`src/rtl/pmic_pwr_pkg.sv`:
```
package pmic_pwr_pkg;
  typedef enum logic [1:0] {
    SEL_PWR = 2'd0,
    SEL_STS = 2'd1,
    SEL_IRQ = 2'd2
  } reg_sel_e;
endpackage

```
`src/rtl/wake_detect.sv`:
```
module wake_detect #(
  parameter int NUM_WAKE    = 4,
  parameter int SYNC_STAGES = 2
) (
  input  logic                clk_i,
  input  logic                rst_ni,
  input  logic [NUM_WAKE-1:0] pins_i,
  input  logic [NUM_WAKE-1:0] en_i,
  input  logic [NUM_WAKE-1:0] pol_i,
  output logic                act_any_o
);
  localparam int LAST = SYNC_STAGES - 1;

  logic [NUM_WAKE-1:0] stg_q [SYNC_STAGES];
  logic [NUM_WAKE-1:0] act;

  always_ff @(posedge clk_i or negedge rst_ni) begin
    if (!rst_ni) begin
      for (int k = 0; k < SYNC_STAGES; k++) stg_q[k] <= '0;
    end else begin
      stg_q[0] <= pins_i;
      for (int k = 1; k < SYNC_STAGES; k++) stg_q[k] <= stg_q[k-1];
    end
  end

  // pol=1: active-low
  for (genvar i = 0; i < NUM_WAKE; i++) begin : g_pin
    assign act[i] = en_i[i] & (stg_q[LAST][i] ^ pol_i[i]);
  end

  assign act_any_o = |act;
endmodule

```
`src/rtl/alarm2_status.sv`:
```
module alarm2_status (
  input  logic clk_i,
  input  logic rst_ni,
  input  logic evt_i,
  input  logic clr_i,
  input  logic irq_en_i,
  output logic sts_o,
  output logic irq_o
);
  logic sts_q;

  always_ff @(posedge clk_i or negedge rst_ni) begin
    if (!rst_ni)    sts_q <= 1'b0;
    else if (evt_i) sts_q <= 1'b1;   // set wins over clear
    else if (clr_i) sts_q <= 1'b0;
  end

  assign sts_o = sts_q;
  assign irq_o = sts_q & irq_en_i;

  a_r2_evt_sets_flag: assert property (@(posedge clk_i) disable iff (!rst_ni)
    evt_i |=> sts_o);
  a_r4_clear_drops_flag: assert property (@(posedge clk_i) disable iff (!rst_ni)
    (clr_i && !evt_i) |=> !sts_o);
endmodule

```
`src/rtl/pwr_en_ctl.sv`:
```
module pwr_en_ctl (
  input  logic clk_i,
  input  logic rst_ni,
  input  logic off_evt_i,
  input  logic wake_any_i,
  output logic pmic_en_o
);
  logic en_q;

  always_ff @(posedge clk_i or negedge rst_ni) begin
    if (!rst_ni)         en_q <= 1'b1;
    else if (off_evt_i)  en_q <= 1'b0;
    else if (wake_any_i) en_q <= 1'b1;
  end

  assign pmic_en_o = en_q;

  a_r5_off_on_alarm: assert property (@(posedge clk_i) disable iff (!rst_ni)
    off_evt_i |=> !pmic_en_o);
  a_r6_rise_needs_wake: assert property (@(posedge clk_i) disable iff (!rst_ni)
    $rose(pmic_en_o) |-> $past(wake_any_i));
endmodule

```
`src/rtl/pmic_pwr_ctrl.sv`:
```
module pmic_pwr_ctrl
  import pmic_pwr_pkg::*;
#(
  parameter int NUM_WAKE    = 4,
  parameter int DATA_W      = 32,
  parameter int SYNC_STAGES = 2,
  parameter int PWR_CTL_BIT = 16,
  parameter int STS_CLR_BIT = 7,
  parameter int IRQ_EN_BIT  = 4
) (
  input  logic                clk_i,
  input  logic                rst_ni,
  input  logic                wr_en_i,
  input  logic [1:0]          wr_sel_i,
  input  logic [DATA_W-1:0]   wr_data_i,
  input  logic                alarm2_match_i,
  input  logic                sec_tick_i,
  input  logic [NUM_WAKE-1:0] wake_i,
  output logic                pmic_en_o,
  output logic                irq_o,
  output logic                alarm2_sts_o
);
  localparam int POL_LSB = NUM_WAKE;
  localparam int POL_MSB = 2 * NUM_WAKE - 1;

  logic                pwr_ctl_q, irq_en_q;
  logic [NUM_WAKE-1:0] wake_en_q, wake_pol_q;
  logic                wr_pwr, wr_sts, wr_irq;
  logic                alarm_evt, sts_clr, wake_any;

  assign wr_pwr = wr_en_i && (reg_sel_e'(wr_sel_i) == SEL_PWR);
  assign wr_sts = wr_en_i && (reg_sel_e'(wr_sel_i) == SEL_STS);
  assign wr_irq = wr_en_i && (reg_sel_e'(wr_sel_i) == SEL_IRQ);

  always_ff @(posedge clk_i or negedge rst_ni) begin
    if (!rst_ni) begin
      pwr_ctl_q  <= 1'b0;
      wake_en_q  <= '0;
      wake_pol_q <= '0;
      irq_en_q   <= 1'b0;
    end else begin
      if (wr_pwr) begin
        pwr_ctl_q  <= wr_data_i[PWR_CTL_BIT];
        wake_en_q  <= wr_data_i[NUM_WAKE-1:0];
        wake_pol_q <= wr_data_i[POL_MSB:POL_LSB];
      end
      if (wr_irq) irq_en_q <= wr_data_i[IRQ_EN_BIT];
    end
  end

  assign alarm_evt = alarm2_match_i & sec_tick_i;
  assign sts_clr   = wr_sts & wr_data_i[STS_CLR_BIT];

  wake_detect #(.NUM_WAKE(NUM_WAKE), .SYNC_STAGES(SYNC_STAGES)) u_wake (
    .clk_i    (clk_i),
    .rst_ni   (rst_ni),
    .pins_i   (wake_i),
    .en_i     (wake_en_q),
    .pol_i    (wake_pol_q),
    .act_any_o(wake_any)
  );

  alarm2_status u_sts (
    .clk_i   (clk_i),
    .rst_ni  (rst_ni),
    .evt_i   (alarm_evt),
    .clr_i   (sts_clr),
    .irq_en_i(irq_en_q),
    .sts_o   (alarm2_sts_o),
    .irq_o   (irq_o)
  );

  pwr_en_ctl u_pwr (
    .clk_i     (clk_i),
    .rst_ni    (rst_ni),
    .off_evt_i (alarm_evt & pwr_ctl_q),
    .wake_any_i(wake_any),
    .pmic_en_o (pmic_en_o)
  );

  a_r2_match_without_tick: assert property (@(posedge clk_i) disable iff (!rst_ni)
    (alarm2_match_i && !sec_tick_i && !alarm2_sts_o) |=> !alarm2_sts_o);
  a_r7_no_wake_enabled: assert property (@(posedge clk_i) disable iff (!rst_ni)
    (wake_en_q == '0 && !pmic_en_o) |=> !pmic_en_o);
endmodule

```
`config.mk`:
```
export PLATFORM = sky130hd
export DESIGN_NAME = pmic_pwr_ctrl
export DESIGN_NICKNAME = d
export VERILOG_FILES = /design/src/rtl/pmic_pwr_pkg.sv /design/src/rtl/wake_detect.sv /design/src/rtl/alarm2_status.sv /design/src/rtl/pwr_en_ctl.sv /design/src/rtl/pmic_pwr_ctrl.sv
export SDC_FILE = /design/constraint.sdc
export NUM_CORES = 1
export LEC_CHECK = 0
export ABC_AREA = 1
export ABC_CLOCK_PERIOD_IN_PS = 1100
export BUFFER_PORTS_ARGS = -buffer_cell sky130_fd_sc_hd__clkbuf_2
export CORE_UTILIZATION = 42
export DETAILED_ROUTE_END_ITERATION = 7
export PLACE_DENSITY = 0.77
export RECOVER_POWER = 100
export SLEW_MARGIN = 40
export SYNTH_ARGS = -nofsm -noshare
export SYNTH_HDL_FRONTEND = slang
export SYNTH_SLANG_ARGS = --single-unit
```
`constraint.sdc`:
```
create_clock -name clk_i -period 1.1 [get_ports clk_i]
set_input_delay 0.11 -clock clk_i [delete_from_list [all_inputs] [get_ports clk_i]]
set_output_delay 0.11 -clock clk_i [all_outputs]
set_load 0.1 [all_outputs]
```
# Word-level counts from Yosys, hierarchy flattened
# Index checks and enable logic that the tools add are counted.
# word_totals
ramBits	0
word_cells	33
input_bits	43
rom_bits	0
output_inout_bits	3
latchBits	0
regBits	20
mem_count	0
# op_classes
n_reduce_logical	7
n_eq_ne	2
multipliers	0
muxes	4
div_mod_pow	0
n_lt_le_gt_ge	0
shift	0
n_addsub	0
n_bitwise	12
# ops
operator	n
$and 1x1->1	8
$mux 1	4
$reduce_bool 2->1	2
$reduce_or 4->1	1
$xor 1x1->1	4
$logic_and 1x1->1	3
$eq 2x1->1 const B	1
$eq 2x2->1 const B	1
$logic_not 2->1	1

# Logic depth before layout (Yosys ltp)
# Gate-level depths: netlist (run 1).
# logic_depth
word_depth	5
ltp_mapped	6
depth_no_buf	6

# Modules after synthesis
# Synthesis (run 1) repeated with hierarchy kept, for this count alone.
# hier_totals
hier_cells	91
area_unflattened_um2	809.5
# modules_own_cells
module	seq_area_each_um2	cells_each	n_inst	area_per_inst_um2
pmic_pwr_ctrl	250.2	51	1	442.9
wake_detect	200.2	30	1	285.3
alarm2_status	25.0	7	1	47.5
pwr_en_ctl	26.3	3	1	33.8

# Worst setup path before layout (run 1)
# OpenSTA, ideal clock, no wires.
# synth_path
path_kind	flip-flop to output port
from	register u_sts.sts_q, in the netlist u_sts.sts_o
to	output port irq_o
path_buffers	0
t_arrival_ns	1.645
required_ns	0.990
path_slack_ns	-0.655
path_stages_with_launch	3
cell_sequence	dfrtp_1 nand2_1 inv_1
# synth_between
elab_chain_cells	1
# synth_rtl
element	line_no	text
from (decl)	alarm2_status.sv:10	logic sts_q;
from (signal assigned)	alarm2_status.sv:13	if (!rst_ni) sts_q <= 1'b0;
from (signal assigned)	alarm2_status.sv:14	else if (evt_i) sts_q <= 1'b1;
from (signal assigned)	alarm2_status.sv:15	else if (clr_i) sts_q <= 1'b0;
$and 1x1->1	alarm2_status.sv:19	assign irq_o = sts_q & irq_en_i;
to (decl)	pmic_pwr_ctrl.sv:20	output logic irq_o,
# No other way between the ends.

# Final worst setup path (run 1)
# Same ends and word-level chain as after synthesis.

==> reports/metrics.yaml, run 1 <==
outcome:
  status: "complete, but fails checks"
  violations: "negative setup slack"
worst_setup_path:
  critPathLaunchType: "register"
  critPathMaxFanout: 2
  rrSetupSlack_ps: 150
  arrival_ps: 1130
  required_ps: 990
  ff2ff_path_depth: 5
  critPathLaunch: "u_sts.sts_o"
  cp-end-kind: "output port"
  reg2reg_from: "wake_pol_q[0]"
  critPathKind: "reg -> out"
  r2r-end: "u_pwr.pmic_en_o"
synth:
  synth_area_um2: 810
  syn_nets: 123
  syn_inst: 80
  ys_seq_area_share_pct: 62.0
  ys_types: 13
  postSynthAreaPerCell_um2: 10.1
  yosys_warnings: 0
  ys_seq_elements: 20
floorplanning:
  start_util_pct: 45.9
  coreArea_um2: 1760
  pin_count: 46
  rows: 15
  dieArea_um2: 2110
  fp.dieW_um: 45.9
  die_y_um: 45.9
placement:
  gp_congestion: 0.734
  dpl_cell_area_um2: 1000
  pre_cts_ws_ps: 165
  port_buffers: 22
  place_inst: 126
  hpwlAfterDp_um: 973
sta:
  finClkSkew_ps: 4.81
  slew_headroom_pct: 51.3
  min_period_ps: 1240
  timing.hold.ws_ps: 19.4
  finalHoldViolCount: 0
  maxSlewViolCount: 0
  layout_setup_ws_ps: -138
  fmax_mhz: 808
  rsz0062_at_grt: "true"
  setup_viol: 3
  tightestPinTransition_ps: 729
  fin_crit_sh_pct: 113
cts:
  insertion_delay_ps: 300
  cts_tree: "done"
  cts-root-buf: "clkbuf_4"
  cts.clk_slew.worst_paths_ps: 120
  cts.sinks: 20
  htree_levels: 1
  cts_buffers: 3
  clk_path_buf_depth: 2
layout:
  fin_cells: 136
  postLayoutCoreUtil_pct: 61.5
  nets: 155
  antenna_cells: 0
  drive_gt1_share_pct: 31.5
  syn2layout_area_growth_pct: 34.0
  mostFrequentLayoutCells: "clkbuf_2 (18), dfrtp_1 (18), nand2_1 (17)"
  stdcell_area_um2: 1080
route:
  drtPass1Iterations: 2
  vias: 588
  wl_per_cell_um: 9.82
  viasPerCell: 4.32
  drt_iter0_drc: 2
  ant_nets: 0
  totalWireLength_mm: 1.34
  route.detailed.drc: 0
hold_path:
  hold_class: "in -> reg"
  min_from: "wr_data_i[1]"
  whs_path_depth: 3
  whs_endpoint: "wake_en_q[1]"
grt:
  grt_pass1_wl_mm: 2.33
  antenna_found_initial: 0
  grt_pass1_vias: 601
  grt_usage_pct: 15.9
  grt_overflow: 0
  grt_max_degree: 21
power:
  peakVddDrop_mv: 1.02
  p_per_area_nw_per_um2: 1760
  p_leak_nw: 0.569
job:
  cap_violations: 0
## logic make-up after synthesis
| group | Yosys count | synth area share, % |
|---|---|---|
| AOI/OAI and AO/OA | 10 | 10.4 |
| and+or+nand+nor | 34 | 19.3 |
| buffers and inverters | 16 | 8.35 |
| DFF | 20 | 62.0 |
## flip-flops by register name, indices dropped and copies added (netlist names)
signal / flops
wake_en_q: 4
u_pwr.pmic_en_o: 1
irq_en_q: 1
u_wake.stg_q: 8
u_sts.sts_o: 1
pwr_ctl_q: 1
wake_pol_q: 4
## per-layer routing
layer,part of all wire [%],GRT usage [%],vias to the layer above
met5,0,0,-
met4,0,8.82,0
met3,4.9,3.57,0
met2,51,27.9,19
met1,44,17.5,264
li1,-,-,305
## how the worst max path moves through the flow
| stage | to | slack, ps | cells past startpoint |
|---|---|---|---|
| finish | irq_o | -140 | 3 |
| detailed placement | irq_o | 160 | 3 |
| floorplan | irq_o | -130 | 2 |
| global route | irq_o | -180 | 3 |
| CTS | irq_o | -150 | 3 |
| global placement | irq_o | 180 | 3 |
## repair_timing
item / 4_1_cts / 5_1_grt
hold buffers: 5 / 0
setup buffers: 1 / 0
setup endpoints to repair: 3 / 3
hold endpoints to repair: 23 / 0
gates resized for setup: 0 / 0
## cell usage after synthesis (all sizes together)
cell type	n	share of area [%]
buf	1	1.4
nand4	1	0.77
nand2	18	8.3
inv	15	7.0
o21ai	7	7.1
nor2	6	2.8
dfrtp	19	59
dfstp	1	3.2
nand3	7	5.9
or2	2	1.5
a21oi	3	3.2
## worst max-delay path, stage by stage (launching register included)
cell	delay, ps
dfrtp_4	500
nand2_4	70
clkinvlp_4	90
buf_12	170
## cell type report
class | count | area [µm²]
inverters | 15 | 60.1
clock inverters | 1 | 30.0
clock buffers | 3 | 22.5
flip-flops and latches | 20 | 509
fillers | 175 | 679
repair buffers | 28 | 211
well taps | 25 | 31.3
multi-input cells | 44 | 220
## power by group
| part | switching [W] | internal [W] |
|---|---|---|
| logic | 0.000254 | 0.000174 |
| registers | 0.0000522 | 0.000832 |
| clock network | 0.000232 | 0.000368 |
| total | 0.000538 | 0.00137 |
## through the flow
step	power, W	TNS, ps
after floorplan	0.00117	-130
after global placement	0.00132	0
after detailed placement	0.00133	0
after CTS	0.00194	-424
after global routing	0.00200	-507
final	0.00191	-395
Note: power is estimated with default switching activity, not from simulation.
==> inputs of run 2 (changes only) <==
- ABC_CLOCK_PERIOD_IN_PS: 1100 -> 1000
- CELL_PAD_IN_SITES_DETAIL_PLACEMENT: not set -> 2
- CELL_PAD_IN_SITES_GLOBAL_PLACEMENT: not set -> 2
- CORE_UTILIZATION: 42 -> 21
- PLACE_DENSITY: 0.77 -> 0.72
- REMOVE_ABC_BUFFERS: not set -> 1
- clock period: 1.1 -> 1 ns (I/O delays scaled with it)
==> run 2 against run 1 <==
The flow still finishes with violations (negative setup slack). Sequential power is 9.4% higher. Register-to-register slack worse by 120 ps. Non-clock buffer count is 3 higher. Final area is 4.7% higher. Count of clock-buffer cells in the layout grew 1. First-iteration DRC count grew to 4.5 times the previous value. Critical path depth decreased by 2. Cell count increased by 19%. Global-route usage shrank 5.8 points. Core utilization is 31 points lower. Total power grew 8.0%. Hold slack better by 57 ps. Largest cell class unchanged.
==> reports/metrics.yaml, run 2 (same netlist as run 1, synthesis figures left out) <==
route:
  drtPass1Iterations: 2  # unchanged
  ant_nets: 0  # unchanged
  wl_per_cell_um: 11.3  # was 9.82 µm
  vias: 642  # was 588
  route.detailed.drc: 0  # unchanged
  viasPerCell: 3.96  # was 4.32
  drt_iter0_drc: 9  # was 2
  totalWireLength_mm: 1.83  # was 1.34 mm
worst_setup_path:
  critPathSlowestCell: "dfstp_2"  # was dfrtp_4
  arrival_ps: 990  # was 1130 ps
  critPathKind: "reg -> out"  # unchanged
  required_ps: 900  # was 990 ps
  critPathLaunchType: "register"  # unchanged
  crit_path_max_incr_delay_ps: 560  # was 500 ps
  cp_num_buf_inv: 1  # was 2
  cp_cell_sequence: "buf_12"  # was nand2_4 -> clkinvlp_4 -> buf_12
  cp_top_family: "flip-flops"  # unchanged
  critPathMaxFanout: 2  # unchanged
  cp-end-kind: "output port"  # unchanged
grt:
  grt_usage_pct: 10.1  # was 15.9%
  antenna_found_initial: 0  # unchanged
  grt_max_degree: 21  # unchanged
  grt_pass1_vias: 731  # was 601
  grt_pass1_wl_mm: 3.16  # was 2.33 mm
  grt_overflow: 0  # unchanged
cts:
  cts_tree: "done"  # unchanged
  cts.sinks: 20  # unchanged
  cts.clk_slew.worst_paths_ps: 70  # was 120 ps
  cts-root-buf: "clkbuf_8"  # was clkbuf_4
  insertion_delay_ps: 250  # was 300 ps
  cts_buffers: 3  # unchanged
  htree_levels: 1  # unchanged
  clk_path_buf_depth: 2  # unchanged
layout:
  antenna_cells: 0  # unchanged
  nets: 158  # was 155
  final_common_cell: "dfrtp_1"
  reg.largest.list: "u_wake.stg_q x8, wake_en_q x4, wake_pol_q x4"  # unchanged
  stdcell_area_um2: 1140  # was 1080 µm²
  top_register: "u_wake.stg_q"  # unchanged
  largest_reg_flops: 8  # unchanged
  mostFrequentLayoutCells: "dfrtp_1 (19), clkbuf_2 (18), nand2_1 (16)"  # was clkbuf_2 (18), dfrtp_1 (18), nand2_1 (17)
  syn2layout_area_growth_pct: 40.3  # was 34.0%
  drive_gt1_share_pct: 34.2  # was 31.5%
  postLayoutCoreUtil_pct: 30.8  # was 61.5%
placement:
  dpl_cell_area_um2: 1010  # was 1000 µm²
  gp_congestion: 0.637  # was 0.734
  port_buffers: 22  # unchanged
  hpwlAfterDp_mm: 1.34  # was 973 µm
sta:
  maxSlewViolCount: 0  # unchanged
  rsz0062_at_grt: "true"  # unchanged
  fin_crit_sh_pct: 109
  setup_viol: 3  # unchanged
  finClkSkew_ps: 1.48  # was 4.81 ps
  layout_setup_ws_ps: -88.8  # was -138 ps
  slew_headroom_pct: 66.9  # was 51.3%
  fmax_mhz: 918
  tightestPinTransition_ps: 497  # was 729 ps
  finalHoldViolCount: 0  # unchanged
  min_period_ps: 1090
power:
  p_per_area_nw_per_um2: 1820  # was 1760 nW/µm²
  peakVddDrop_mv: 0.703  # was 1.02 mV
  p_leak_nw: 0.591  # was 0.569 nW
floorplanning:
  die_y_um: 64.1  # was 45.9 µm
  rows: 22  # was 15
  dieArea_um2: 4110  # was 2110 µm²
  start_util_pct: 21.9  # was 45.9%
  fp.dieW_um: 64.1  # was 45.9 µm
  coreArea_um2: 3690  # was 1760 µm²
  pin_count: 46  # unchanged
outcome:
  violations: "negative setup slack"  # unchanged
  status: "complete, but fails checks"  # unchanged
job:
  cap_violations: 0  # unchanged
hold_path:
  hold_class: "in -> reg"  # unchanged
==> run 2: changes by cell type in the layout (fill, tap and decap cells not counted), sizes merged <==
cell      delta
clkbuf       +2
inv          +1
buf          +2
clkinvlp     -1
bufinv       -1
==> run 2: layout make-up <==
type | count | area [µm²]
clock buffers | 4 | 55.1
fillers | 433 | 2550
inverters | 15 | 56.3
multi-input cells | 44 | 225
flip-flops and latches | 20 | 502
well taps | 48 | 60.1
repair buffers | 31 | 238
==> run 2: final timing paths <==
kind | from | slack, ps | cells past startpoint | endpoint
max | u_pwr.pmic_en_o | -90 | 1 | pmic_en_o
min | wr_data_i[0] | 80 | 3 | wake_en_q[0]
max reg2reg | u_wake.stg_q[0] | 30 | 5 | u_pwr.pmic_en_o
min reg2reg | u_wake.stg_q[4] | 360 | 0 | u_wake.stg_q[0]
max in group asynchronous | rst_ni | 300 | 2 | u_pwr.pmic_en_o
min in group asynchronous | rst_ni | 340 | 2 | wake_en_q[2]
==> run 2: through the flow <==
step	power [W]	hold WS (ps)	setup WS [ps]	TNS (ps)	instances
finish	0.00207	76.3	-88.8	-185	162
global route	0.00218	84.4	-112	-358	162
CTS	0.00211	64.5	-105	-192	161
detailed placement	0.00146	93.7	-11.8	-11.8	149
global placement	0.00143	82.0	56.4	0	149
floorplan	0.00126	-196	-745	-1090	79
==> run 2: timing repair <==
action | in CTS | in global routing
hold endpoints to repair | 23 | 0
resized for setup | 1 | 5
hold buffers | 5 | 0
pin swaps | 2 | 2
endpoints found under the setup margin | 3 | 4
buffers inserted | 3 | 1
==> run 2: where the power goes <==
part	internal (W)	switching (W)	leakage, nW
Combinational	0.000204	0.000294	0.330
Sequential	0.000909	0.0000586	0.233
Clock	0.000350	0.000251	0.0288
==> run 2: routing by layer <==
layer | vias up | global-route usage, % | wire, µm
li1 | 311 | - | -
met1 | 311 | 11.6 | 755
met2 | 18 | 18.4 | 978
met3 | 2 | 2.32 | 84
met4 | 0 | 3.41 | 12
met5 | - | 0 | 0
==> inputs of run 3 (changes only) <==
- BUFFER_PORTS_ARGS: -buffer_cell sky130_fd_sc_hd__clkbuf_2 -> -buffer_cell sky130_fd_sc_hd__buf_2
- SKIP_CTS_REPAIR_TIMING: not set -> 1
==> run 3 against run 2 <==
The run still ends with negative setup slack left. Worst setup slack worse by 6.8 ps. Critical path depth is the same. Via count increased by 0.93%. Sequential power about the same. Cell count decreased by 1.9%. Clock power grew 2%. Final area shrank 2.9%. Fmax down 0.62%. Total power is 0.75% lower. Wire length is 2.3% higher. Core utilization is 0.88 points lower.
==> reports/metrics.yaml, run 3 (same netlist as run 1, synthesis figures left out) <==
hold_path:
  hold_class: "in -> reg"  # unchanged
  whs_path_depth: 3  # unchanged
  min_from: "wr_data_i[1]"  # was wr_data_i[0]
job:
  cap_violations: 0  # unchanged
layout:
  mostFrequentLayoutCells: "dfrtp_1 (19), nand2_1 (18), buf_2 (17)"  # was dfrtp_1 (19), clkbuf_2 (18), nand2_1 (16)
  postLayoutCoreUtil_pct: 29.9  # was 30.8%
  reg.largest.list: "u_wake.stg_q x8, wake_en_q x4, wake_pol_q x4"  # unchanged
  syn2layout_area_growth_pct: 36.3  # was 40.3%
  top_register: "u_wake.stg_q"  # unchanged
  antenna_cells: 0  # unchanged
  largest_reg_flops: 8  # unchanged
  nets: 155  # was 158
  final_common_cell: "dfrtp_1"  # unchanged
  stdcell_area_um2: 1100  # was 1140 µm²
  drive_gt1_share_pct: 30.6  # was 34.2%
  n_fill_cell: 422  # was 433
placement:
  port_buffers: 22  # unchanged
  hpwlAfterDp_mm: 1.39  # was 1.34 mm
  dpl_cell_area_um2: 1010  # unchanged
  pre_cts_ws_ps: -14.9  # was -11.8 ps
  gp_congestion: 0.638  # was 0.637
grt:
  antenna_found_initial: 0  # unchanged
  grt_usage_pct: 10.4  # was 10.1%
  grtUsageMet1_pct: 10.5  # was 11.6%
  top_usage_layer: "met2"  # unchanged
  grt_pass1_wl_mm: 3.13  # was 3.16 mm
  grt_pass1_vias: 713  # was 731
  grt_max_degree: 21  # unchanged
  grt_use_met3_pct: 3.04  # was 2.32%
  grt_overflow: 0  # unchanged
  met2_usage_pct: 19.1  # was 18.4%
cts:
  htree_levels: 1  # unchanged
  insertion_delay_ps: 260  # was 250 ps
  clk_path_buf_depth: 2  # unchanged
  cts-root-buf: "clkbuf_8"  # unchanged
  cts_buffers: 3  # unchanged
  cts_tree: "done"  # unchanged
  cts.clk_slew.worst_paths_ps: 70  # about the same
  cts.sinks: 20  # unchanged
sta:
  maxSlewViolCount: 0  # unchanged
  layout_setup_ws_ps: -95.6  # was -88.8 ps
  fmax_mhz: 913  # was 918 MHz
  min_period_ps: 1100  # was 1090 ps
  fin_crit_sh_pct: 110  # was 109%
  tns_ps: -185  # about the same
  rsz0062_at_grt: "true"  # unchanged
  finalHoldViolCount: 0  # unchanged
  finClkSkew_ps: 2.35  # was 1.48 ps
  timing.hold.ws_ps: 80.7  # was 76.3 ps
  setup_viol: 2  # was 3
  slew_headroom_pct: 67.3  # was 66.9%
  tightestPinTransition_ps: 490  # was 497 ps
worst_setup_path:
  critPathKind: "reg -> out"  # unchanged
  arrival_ps: 1000  # was 990 ps
  crit_path_max_incr_delay_ps: 560  # about the same
  critPathSlowestCell: "dfstp_2"  # unchanged
  cp-endpoint: "pmic_en_o"  # unchanged
  required_ps: 900  # about the same
  cp_cell_sequence: "buf_12"  # unchanged
  ff2ff_path_depth: 5  # unchanged
  crit_cells: 1  # unchanged
  r2r-end: "u_pwr.pmic_en_o"  # unchanged
  rrSetupSlack_ps: 40  # was 30 ps
  cp_top_family: "flip-flops"  # unchanged
  critPathLaunch: "u_pwr.pmic_en_o"  # unchanged
  cp-end-kind: "output port"  # unchanged
  critPathLaunchType: "register"  # unchanged
  critPathMaxFanout: 2  # unchanged
  reg2reg_from: "wake_pol_q[0]"  # was u_wake.stg_q[0]
  cp_num_buf_inv: 1  # unchanged
route:
  vias: 648  # was 642
  route.detailed.drc: 0  # unchanged
  drtPass1Iterations: 2  # unchanged
  wl_per_cell_um: 11.8  # was 11.3 µm
  drt_iter0_drc: 14  # was 9
  ant_nets: 0  # unchanged
  viasPerCell: 4.08  # was 3.96
  totalWireLength_mm: 1.87  # was 1.83 mm
power:
  peakVddDrop_mv: 0.809  # was 0.703 mV
  p_leak_nw: 0.570  # was 0.591 nW
  p_per_area_nw_per_um2: 1860  # was 1820 nW/µm²
outcome:
  status: "complete, but fails checks"  # unchanged
  violations: "negative setup slack"  # unchanged
floorplanning:
  pin_count: 46  # unchanged
  fp.dieW_um: 64.1  # unchanged
  start_util_pct: 21.9  # unchanged
  dieArea_um2: 4110  # unchanged
  rows: 22  # unchanged
  die_y_um: 64.1  # unchanged
  coreArea_um2: 3690  # unchanged
-- run 3: layout make-up --
class / count / area (µm²) / share of cell area [%]
sequential: 20 / 502 / 45.5
multi-input combinational: 44 / 219 / 19.8
timing repair buffer: 28 / 211 / 19.2
tap: 48 / 60.1 / 5.44
inverter: 15 / 56.3 / 5.10
clock buffer: 4 / 55.1 / 4.99
-- run 3: report_power, final --
part	leakage (nW)	switching [W]	internal, W	total, W
Clock	0.0288	0.000258	0.000350	0.000609
Combinational	0.308	0.000288	0.000188	0.000476
Sequential	0.233	0.0000574	0.000908	0.000966
Total	0.570	0.000604	0.00145	0.00205
-- run 3: per-stage QoR --
step,total power (W),cells
after floorplan,0.00126,79
after global placement,0.00143,149
after detailed placement,0.00146,149
after CTS,0.00209,153
after global routing,0.00217,159
final,0.00205,159
-- run 3: how the worst min path moves through the flow --
stage / to / slack, ps
final: wake_en_q[1] / 80
after global routing: wake_pol_q[2] / 90
after CTS: wake_pol_q[2] / -200
after detailed placement: u_wake.stg_q[4] / 80
after global placement: u_wake.stg_q[4] / 70
after floorplan: irq_en_q / -200
-- run 3: tightest hold or removal path: stages --
cell     delay, ps
buf_2           90
inv_1           40
o21ai_0         70
-- run 3: metal layers --
metal,up-vias,routed length (µm)
li1,305,-
met1,321,741
met2,18,1030
met3,4,73
met4,0,26
met5,-,0
